## src/rtl/regspi_pkg.sv

```systemverilog
package regspi_pkg;

    localparam int FRAME_W = 32;
    localparam int ADDR_W  = 6;
    localparam int DATA_W  = 24;
    localparam int HOST_W  = 32;

    typedef enum logic [2:0] {
        OP_RD  = 3'd0,
        OP_WR  = 3'd1,
        OP_RMW = 3'd2,
        OP_BRD = 3'd3,
        OP_BWR = 3'd4
    } op_e;

    typedef enum logic [1:0] {
        SH_IDLE,
        SH_SHIFT,
        SH_GAP
    } sh_state_e;

    typedef enum logic [1:0] {
        SQ_IDLE,
        SQ_ISSUE,
        SQ_WAIT
    } sq_state_e;

    // direction | address | pad | payload
    function automatic logic [FRAME_W-1:0] build_frame(input logic wr,
                                                       input logic [ADDR_W-1:0] a,
                                                       input logic [DATA_W-1:0] d);
        return {wr, a, 1'b0, d};
    endfunction

    function automatic logic [DATA_W-1:0] merge_bits(input logic [DATA_W-1:0] d,
                                                     input logic [DATA_W-1:0] m,
                                                     input logic [DATA_W-1:0] old);
        return (d & m) | (old & ~m);
    endfunction

    function automatic logic [DATA_W-1:0] low_data(input logic [HOST_W-1:0] v);
        return v[DATA_W-1:0];
    endfunction

endpackage

```

## src/rtl/regspi_admit.sv

```systemverilog
module regspi_admit
    import regspi_pkg::*;
#(
    parameter int NUM_REGS  = 48,
    parameter int MAX_BATCH = 4,
    parameter int CNT_W     = 3
) (
    input  logic [2:0]                  op,
    input  logic [ADDR_W-1:0]           addr,
    input  logic [CNT_W-1:0]            len,
    input  logic [MAX_BATCH*ADDR_W-1:0] list_addr,
    output logic                        ok,
    output logic [CNT_W-1:0]            frames
);
    localparam logic [ADDR_W:0]  ADDR_LIM = (ADDR_W+1)'(NUM_REGS);
    localparam logic [CNT_W-1:0] LEN_MAX  = CNT_W'(MAX_BATCH);

    logic [MAX_BATCH-1:0] entry_ok;
    logic                 single_ok;

    assign single_ok = {1'b0, addr} < ADDR_LIM;

    for (genvar i = 0; i < MAX_BATCH; i++) begin : g_entry
        logic [ADDR_W-1:0] ea;
        assign ea          = list_addr[i*ADDR_W +: ADDR_W];
        assign entry_ok[i] = (CNT_W'(i) >= len) || ({1'b0, ea} < ADDR_LIM);
    end

    always_comb begin
        ok     = 1'b0;
        frames = '0;
        case (op)
            OP_RD, OP_WR: begin
                ok     = single_ok;
                frames = CNT_W'(1);
            end
            OP_RMW: begin
                ok     = single_ok;
                frames = CNT_W'(2);
            end
            OP_BRD, OP_BWR: begin
                ok     = (len != '0) && (len <= LEN_MAX) && (&entry_ok);
                frames = len;
            end
            default: begin
                ok     = 1'b0;
                frames = '0;
            end
        endcase
    end
endmodule

```

## src/rtl/regspi_shifter.sv

```systemverilog
module regspi_shifter
    import regspi_pkg::*;
#(
    parameter int CLK_DIV = 2
) (
    input  logic               clk,
    input  logic               rst,
    input  logic               start,
    input  logic [FRAME_W-1:0] tx_frame,
    output logic               done,
    output logic [FRAME_W-1:0] rx_frame,
    output logic               sclk,
    output logic               cs_n,
    output logic               mosi,
    input  logic               miso
);
    localparam int               DIV_W    = (CLK_DIV > 1) ? $clog2(CLK_DIV) : 1;
    localparam logic [DIV_W-1:0] DIV_LAST = DIV_W'(CLK_DIV - 1);
    localparam int               BIT_W    = $clog2(FRAME_W);
    localparam logic [BIT_W-1:0] BIT_LAST = BIT_W'(FRAME_W - 1);

    sh_state_e          st;
    logic [DIV_W-1:0]   div;
    logic [BIT_W-1:0]   nbit;
    logic [FRAME_W-1:0] tx_sh;
    logic [FRAME_W-1:0] rx_sh;
    logic               tick;

    assign tick     = (div == DIV_LAST);
    assign mosi     = tx_sh[FRAME_W-1];
    assign rx_frame = rx_sh;

    always_ff @(posedge clk) begin
        if (rst) begin
            st    <= SH_IDLE;
            div   <= '0;
            nbit  <= '0;
            tx_sh <= '0;
            rx_sh <= '0;
            sclk  <= 1'b0;
            cs_n  <= 1'b1;
            done  <= 1'b0;
        end else begin
            done <= 1'b0;
            case (st)
                SH_IDLE: begin
                    div <= '0;
                    if (start) begin
                        tx_sh <= tx_frame;
                        nbit  <= '0;
                        cs_n  <= 1'b0;
                        st    <= SH_SHIFT;
                    end
                end
                SH_SHIFT: begin
                    div <= tick ? '0 : div + 1'b1;
                    if (tick) begin
                        if (!sclk) begin
                            sclk  <= 1'b1;
                            rx_sh <= {rx_sh[FRAME_W-2:0], miso};
                        end else begin
                            sclk <= 1'b0;
                            if (nbit == BIT_LAST) begin
                                cs_n <= 1'b1;
                                st   <= SH_GAP;
                            end else begin
                                nbit  <= nbit + 1'b1;
                                tx_sh <= {tx_sh[FRAME_W-2:0], 1'b0};
                            end
                        end
                    end
                end
                SH_GAP: begin
                    div <= tick ? '0 : div + 1'b1;
                    if (tick) begin
                        st   <= SH_IDLE;
                        done <= 1'b1;
                    end
                end
                default: st <= SH_IDLE;
            endcase
        end
    end
endmodule

```

## src/rtl/regspi_seq.sv

```systemverilog
module regspi_seq
    import regspi_pkg::*;
#(
    parameter int MAX_BATCH = 4,
    parameter int CNT_W     = 3,
    parameter int IDX_W     = 2
) (
    input  logic                        clk,
    input  logic                        rst,
    input  logic                        req_valid,
    input  logic [2:0]                  req_op,
    input  logic [ADDR_W-1:0]           req_addr,
    input  logic [HOST_W-1:0]           req_data,
    input  logic [HOST_W-1:0]           req_mask,
    input  logic [MAX_BATCH*ADDR_W-1:0] req_list_addr,
    input  logic [MAX_BATCH*HOST_W-1:0] req_list_data,
    input  logic                        adm_ok,
    input  logic [CNT_W-1:0]            adm_frames,
    output logic                        req_ack,
    output logic                        busy,
    output logic                        done,
    output logic [CNT_W-1:0]            done_cnt,
    output logic                        err,
    output logic [DATA_W-1:0]           rsp_data,
    output logic                        item_valid,
    output logic [IDX_W-1:0]            item_idx,
    output logic [DATA_W-1:0]           item_data,
    output logic                        sh_start,
    output logic [FRAME_W-1:0]          sh_frame,
    input  logic                        sh_done,
    input  logic [FRAME_W-1:0]          sh_rx
);
    sq_state_e          st;
    op_e                op_q;
    logic [ADDR_W-1:0]  addr_q;
    logic [DATA_W-1:0]  data_q;
    logic [DATA_W-1:0]  mask_q;
    logic [DATA_W-1:0]  old_q;
    logic [ADDR_W-1:0]  lst_a [MAX_BATCH];
    logic [DATA_W-1:0]  lst_d [MAX_BATCH];
    logic [CNT_W-1:0]   total;
    logic [CNT_W-1:0]   idx;
    logic [IDX_W-1:0]   sel;
    logic [FRAME_W-1:0] cur_frame;
    logic [DATA_W-1:0]  rx_data;

    assign sel     = idx[IDX_W-1:0];
    assign rx_data = low_data(sh_rx);

    always_comb begin
        case (op_q)
            OP_RD:   cur_frame = build_frame(1'b0, addr_q, '0);
            OP_WR:   cur_frame = build_frame(1'b1, addr_q, data_q);
            OP_RMW:  cur_frame = (idx == '0) ? build_frame(1'b0, addr_q, '0)
                                             : build_frame(1'b1, addr_q,
                                                           merge_bits(data_q, mask_q, old_q));
            OP_BRD:  cur_frame = build_frame(1'b0, lst_a[sel], '0);
            OP_BWR:  cur_frame = build_frame(1'b1, lst_a[sel], lst_d[sel]);
            default: cur_frame = '0;
        endcase
    end

    always_ff @(posedge clk) begin
        if (rst) begin
            st         <= SQ_IDLE;
            op_q       <= OP_RD;
            addr_q     <= '0;
            data_q     <= '0;
            mask_q     <= '0;
            old_q      <= '0;
            total      <= '0;
            idx        <= '0;
            req_ack    <= 1'b0;
            busy       <= 1'b0;
            done       <= 1'b0;
            done_cnt   <= '0;
            err        <= 1'b0;
            rsp_data   <= '0;
            item_valid <= 1'b0;
            item_idx   <= '0;
            item_data  <= '0;
            sh_start   <= 1'b0;
            sh_frame   <= '0;
            for (int i = 0; i < MAX_BATCH; i++) begin
                lst_a[i] <= '0;
                lst_d[i] <= '0;
            end
        end else begin
            req_ack    <= 1'b0;
            done       <= 1'b0;
            err        <= 1'b0;
            item_valid <= 1'b0;
            sh_start   <= 1'b0;
            case (st)
                SQ_IDLE: begin
                    if (req_valid) begin
                        req_ack  <= 1'b1;
                        rsp_data <= '0;
                        if (adm_ok) begin
                            op_q   <= op_e'(req_op);
                            addr_q <= req_addr;
                            data_q <= low_data(req_data);
                            mask_q <= low_data(req_mask);
                            for (int i = 0; i < MAX_BATCH; i++) begin
                                lst_a[i] <= req_list_addr[i*ADDR_W +: ADDR_W];
                                lst_d[i] <= low_data(req_list_data[i*HOST_W +: HOST_W]);
                            end
                            total <= adm_frames;
                            idx   <= '0;
                            busy  <= 1'b1;
                            st    <= SQ_ISSUE;
                        end else begin
                            done     <= 1'b1;
                            err      <= 1'b1;
                            done_cnt <= '0;
                        end
                    end
                end
                SQ_ISSUE: begin
                    sh_start <= 1'b1;
                    sh_frame <= cur_frame;
                    st       <= SQ_WAIT;
                end
                SQ_WAIT: begin
                    if (sh_done) begin
                        if (!sh_frame[FRAME_W-1]) begin
                            rsp_data <= rx_data;
                            old_q    <= rx_data;
                            if (op_q == OP_BRD) begin
                                item_valid <= 1'b1;
                                item_idx   <= sel;
                                item_data  <= rx_data;
                            end
                        end
                        if ((idx + 1'b1) == total) begin
                            done     <= 1'b1;
                            busy     <= 1'b0;
                            done_cnt <= idx + 1'b1;
                            st       <= SQ_IDLE;
                        end else begin
                            idx <= idx + 1'b1;
                            st  <= SQ_ISSUE;
                        end
                    end
                end
                default: st <= SQ_IDLE;
            endcase
        end
    end
endmodule

```

## src/rtl/regspi_engine.sv

```systemverilog
module regspi_engine
    import regspi_pkg::*;
#(
    parameter int NUM_REGS  = 48,
    parameter int MAX_BATCH = 4,
    parameter int CLK_DIV   = 2,
    localparam int CNT_W    = $clog2(((MAX_BATCH > 2) ? MAX_BATCH : 2) + 1),
    localparam int IDX_W    = (MAX_BATCH > 1) ? $clog2(MAX_BATCH) : 1
) (
    input  logic                        clk,
    input  logic                        rst,
    input  logic                        req_valid,
    input  logic [2:0]                  req_op,
    input  logic [ADDR_W-1:0]           req_addr,
    input  logic [HOST_W-1:0]           req_data,
    input  logic [HOST_W-1:0]           req_mask,
    input  logic [CNT_W-1:0]            req_len,
    input  logic [MAX_BATCH*ADDR_W-1:0] req_list_addr,
    input  logic [MAX_BATCH*HOST_W-1:0] req_list_data,
    output logic                        req_ack,
    output logic                        busy,
    output logic                        done,
    output logic [CNT_W-1:0]            done_cnt,
    output logic                        err,
    output logic [DATA_W-1:0]           rsp_data,
    output logic                        item_valid,
    output logic [IDX_W-1:0]            item_idx,
    output logic [DATA_W-1:0]           item_data,
    output logic                        spi_sclk,
    output logic                        spi_cs_n,
    output logic                        spi_mosi,
    input  logic                        spi_miso
);
    logic               adm_ok;
    logic [CNT_W-1:0]   adm_frames;
    logic               sh_start;
    logic [FRAME_W-1:0] sh_frame;
    logic               sh_done;
    logic [FRAME_W-1:0] sh_rx;

    regspi_admit #(
        .NUM_REGS (NUM_REGS),
        .MAX_BATCH(MAX_BATCH),
        .CNT_W    (CNT_W)
    ) u_admit (
        .op       (req_op),
        .addr     (req_addr),
        .len      (req_len),
        .list_addr(req_list_addr),
        .ok       (adm_ok),
        .frames   (adm_frames)
    );

    regspi_seq #(
        .MAX_BATCH(MAX_BATCH),
        .CNT_W    (CNT_W),
        .IDX_W    (IDX_W)
    ) u_seq (
        .clk          (clk),
        .rst          (rst),
        .req_valid    (req_valid),
        .req_op       (req_op),
        .req_addr     (req_addr),
        .req_data     (req_data),
        .req_mask     (req_mask),
        .req_list_addr(req_list_addr),
        .req_list_data(req_list_data),
        .adm_ok       (adm_ok),
        .adm_frames   (adm_frames),
        .req_ack      (req_ack),
        .busy         (busy),
        .done         (done),
        .done_cnt     (done_cnt),
        .err          (err),
        .rsp_data     (rsp_data),
        .item_valid   (item_valid),
        .item_idx     (item_idx),
        .item_data    (item_data),
        .sh_start     (sh_start),
        .sh_frame     (sh_frame),
        .sh_done      (sh_done),
        .sh_rx        (sh_rx)
    );

    regspi_shifter #(
        .CLK_DIV(CLK_DIV)
    ) u_phy (
        .clk     (clk),
        .rst     (rst),
        .start   (sh_start),
        .tx_frame(sh_frame),
        .done    (sh_done),
        .rx_frame(sh_rx),
        .sclk    (spi_sclk),
        .cs_n    (spi_cs_n),
        .mosi    (spi_mosi),
        .miso    (spi_miso)
    );
endmodule

```

## config.mk

```make
export PLATFORM = sky130hd
export DESIGN_NAME = regspi_engine
export DESIGN_NICKNAME = d
export VERILOG_FILES = /design/src/rtl/regspi_pkg.sv /design/src/rtl/regspi_admit.sv /design/src/rtl/regspi_shifter.sv /design/src/rtl/regspi_seq.sv /design/src/rtl/regspi_engine.sv
export SDC_FILE = /design/constraint.sdc
export NUM_CORES = 1
export LEC_CHECK = 0
export BUFFER_PORTS_ARGS = -buffer_cell sky130_fd_sc_hd__buf_2
export CORE_MARGIN = 2
export CORE_UTILIZATION = 40
export CTS_BUF_LIST = sky130_fd_sc_hd__clkbuf_4
export DETAILED_ROUTE_END_ITERATION = 8
export GPL_TIMING_DRIVEN = 0
export SLEW_MARGIN = 20
export SYNTH_ARGS = -nofsm -noshare
export SYNTH_HDL_FRONTEND = slang
export SYNTH_HIERARCHICAL = 1
export SYNTH_SLANG_ARGS = --single-unit
export TNS_END_PERCENT = 10
```

## constraint.sdc

```tcl
create_clock -name clk -period 5.7 [get_ports clk]
set_input_delay 0.285 -clock clk [delete_from_list [all_inputs] [get_ports clk]]
set_output_delay 0.285 -clock clk [all_outputs]
set_load 0.01 [all_outputs]
```

# After elaboration in Yosys (flattened, before gate mapping)
# Memory sizes are Yosys's and may differ from the RTL's. A register that Yosys moved wholly into a read port is not among the register bits.
# Index checks and enable logic that the tools add are counted.
# Widths: inputs -> output; s select.
totals:
  mem_bits_rw: 120
  mem_count: 2
  romBits: 0
  latch_bits: 0
  in_bits: 232
  out_inout_bits: 61
  ff_bits: 247
  elab_cells: 203
op_classes:
  n_addsub: 3
  bitwise: 18
  eq_ne: 27
  muxes: 80
  mul: 0
  n_div: 0
  n_lt_le_gt_ge: 10
  reduce_logical: 36
  shift: 0
mem_list:
  columns: ["name", "depth", "width", "read_ports", "rd_ports_with_merged_regs", "wr", "line", "source"]
  rows:
  - ["u_seq.lst_d", 4, 24, 1, 1, 4, "regspi_seq.sv:40", "logic [DATA_W-1:0] lst_d [MAX_BATCH];"]
  - ["u_seq.lst_a", 4, 6, 1, 1, 4, "regspi_seq.sv:39", "logic [ADDR_W-1:0] lst_a [MAX_BATCH];"]
op_table:
  columns: ["operator", "n"]
  rows:
  - ["$mux 24", 7]
  - ["$mux 32", 5]
  - ["$pmux 32 s5", 1]
  - ["$pmux 32 s2", 1]
  - ["$and 24x24->24", 2]
  - ["$pmux 24 s2", 1]
  - ["$lt 6x6->1 const B", 5]
  - ["$reduce_and 5->1", 6]
  - ["$mux 1", 26]
  - ["$mux 2", 12]
  - ["$mux 3", 8]
  - ["$mux 6", 4]
  - ["$not 24->24", 1]
  - ["$or 24x24->24", 1]
  - ["$mux 5", 4]
  - ["$ne 2x2->1 const B", 7]
  - ["$eq 3x2->1 const B", 4]
  - ["$ne 2x1->1 const B", 6]
  - ["$pmux 2 s3", 2]
  - ["$pmux 3 s2", 2]
  - ["$reduce_and 3->1", 4]
  - ["$reduce_and 4->1", 3]
  - ["$pmux 1 s2", 5]
  - ["$pmux 5 s2", 1]
  - ["other kinds (25)", 56]

# Logic depth before layout (Yosys ltp)
logic_depth:
  ltp_word: 11
  mapped_depth: 9
  depth_no_buf: 8

# Hierarchy
# Netlist, hierarchy kept.
by_module_without_submodules:
  columns: ["mod", "cells_per_inst", "instances", "seq_area_each_um2", "area_per_inst_um2"]
  rows:
  - ["regspi_seq", 1076, 1, 7226.9, 12147.9]
  - ["regspi_shifter", 364, 1, 1501.4, 3603.5]
  - ["regspi_admit", 22, 1, 0.0, 125.1]

# Worst setup path before layout
# Ideal clock, no wire load.
synth_path:
  kind: "input -> register"
  startpoint: "input req_list_addr[23]"
  endpoint: "memory u_seq.lst_a[0][0], enable pin"
  slack_ps: 1276
  setup_time_ps: 473
  stages: 8
  t_arrival_ps: 3951
  path_buffers: 2
  required_time_ps: 5227
  cell_sequence: "a32o_1 > a31oi_1 > a32o_1 > clkbuf_1 > nor3b_1 > nor2_1 > clkbuf_1 > inv_1"
synth_lines:
  columns: ["item", "line", "source"]
  rows:
  - ["start: declaration", "regspi_engine.sv:18", "input logic [MAX_BATCH*ADDR_W-1:0] req_list_addr,"]
  - ["end: declaration", "regspi_seq.sv:39", null]

==> reports/metrics.yaml <==
detailed_routing:
  wl_mm: 51.6
  drt_iter0_drc: 1129
  routedWlPerCell_microns: 20.2
  drt-vias-per-instance: 5.45
  drt_first_pass_iters: 5
  drcViolationCount: 0
  ant_nets: 0
  vias: 13900
setup_path:
  slowest_stage: "dlygate4sd3_1"
  crit_required_ns: 6.12
  slowest_delay_ns: 0.54
  cp_max_fo: 64
  critical_path_arrival_ns: 4.04
  path_cells: "dlygate4sd3_1 -> buf_2 -> a32o_1 -> a31oi_1 -> a32o_1 -> clkbuf_1 -> nor3b_1 -> nor2_1 -> clkbuf_1 -> inv_6 -> buf_16"
  worstSetupPathType: "in2reg"
  startpoint_type: "primary input"
  cp-end-kind: "register"
layout:
  areaGrowthSynthToFinish_pct: 31.9
  num-fill-cells: 3499
  nNetsFinal: 2196
  layout-drive-gt1-share: 0.261
timing:
  holdWs_ns: 0.257
  fin_crit_sh: 0.636
  maxSlewViolCount: 0
  fin_skew_ns: 0.0403
  hold_viol_final: 0
  fmax_ghz: 0.276
  fin_tns_setup_ns: 0
  finalSetupViolations: 0
  slew_headroom: 0.389
  worst_pin_slew_ns: 0.913
  fin_crit_ns: 3.63
  rsz0062_at_grt: "no"
die:
  ios: 293
  die-height_microns: 202
  die_x_microns: 202
  dieArea_sq_um: 40600
  initial_core_util: 0.405
  fp-row-count: 72
  coreArea_sq_um: 38600
worst_hold_path:
  hold_class: "in2reg"
global_routing:
  grt_max_degree: 65
  grt_pass1_wl_mm: 78.6
  grt_usage: 0.249
  grt_overflow: 0
  grt_pass1_vias: 13600
  antenna_found_initial: 2
synth:
  synth_area_sq_um: 15600
  syn_area_per_cell_sq_um: 10.9
  yosys_warnings: 6
  syn_nets: 1670
  synth_cells: 1430
pwr:
  p_leak_uw: 0.00811
  powerDensity_nw_per_um2: 285
  ir_worst_vdd_mv: 0.161
placed_design:
  dp_hpwl_mm: 36.8
  gp_congestion: 0.849
  portBuffers: 244
clocking:
  cts_buffers: 96
  htree_num_levels: 3
  insertion_delay_ns: 0.78
  clock_path_buffers: 3
  tritoncts: "done"
  clock_sinks: 368
  cts.repair.resized: 0
  path_clk_slew_ns: 0.06
  cts_setup_buffers: 0
  cts_hold_buffers: 183
  cts_root_buf: "clkbuf_4"
status:
  outcome: "finished clean"
run:
  max_cap_viol_count: 0
where the power goes:
group | internal [uW] | switching [uW]
Sequential | 2800 | 39.0
Clock | 1240 | 1090
Combinational | 298 | 414
Total | 4340 | 1540
through the flow:
step	util	area, sq um	worst slack, ns	power (uW)	std cells
3_5_place_dp	0.454	17500	1.96	3500	2193
6_report	0.534	20600	2.07	5880	2550
2_1_floorplan	-	15600	1.28	3270	1430
5_1_grt	0.534	20600	1.95	6140	2550
3_3_place_gp	0.453	17500	-0.575	3490	2192
4_1_cts	0.534	20600	2.22	5920	2547
worst max-delay path: cells and delay by family:
kind | cells | cell delay [ns]
simple gates | 2 | 0.68
compound gates | 3 | 0.72
buf+inv | 6 | 2.29
routing by layer:
layer / global-route usage / wire (microns)
met2: 0.416 / 25100
met5: 0 / 0
met4: 0.0901 / 1430
met1: 0.317 / 21100
met3: 0.0551 / 3900
final timing paths:
kind	startpoint	end	slack [ns]	cells after the start
min reg2reg	u_seq/rsp_data[6]	u_seq/rsp_data[6]	0.45	2
min	req_mask[12]	u_seq/mask_q[12]	0.26	3
max reg2reg	u_seq/st[1]	u_seq/lst_d[0][17]	2.70	6
max	req_list_addr[23]	u_seq/lst_d[0][17]	2.07	11
sequential cells by signal, indices dropped and copies added, names as in the netlist, 5 cells and up, named ones only:
register         count
u_seq/old_q         24
u_seq/rsp_data      24
u_phy/nbit           5
u_seq/data_q        24
u_seq/lst_a         24
u_seq/mask_q        24
u_seq/sh_frame      31
u_seq/lst_d         96
u_phy/rx_frame      24
u_seq/item_data     24
u_phy/tx_sh         32
u_seq/addr_q         6
cell type report:
type / count / area, sq um / area share
Clock inverter: 21 / 116 / 0.00565
Buffer: 138 / 653 / 0.0317
Sequential cell: 368 / 8570 / 0.416
Antenna cell: 3 / 7.51 / 0.000364
Clock buffer: 150 / 1130 / 0.0547
Timing Repair Buffer: 428 / 3080 / 0.150
Inverter: 34 / 133 / 0.00644
Tap cell: 518 / 648 / 0.0315
Multi-Input combinational cell: 890 / 6270 / 0.304
cell usage in the layout, fill, tap and decap left out, types with 36 or more instances in the layout:
cell and instances:
clkbuf_4 150, a21oi_1 135, clkbuf_1 82, a22o_1 62
mux2i_1 36, dfxtp_1 248, nand2_1 219, edfxtp_1 120
dlygate4sd3_1 183, and3_1 123, buf_2 280
Power figures use the tool's default switching activity.
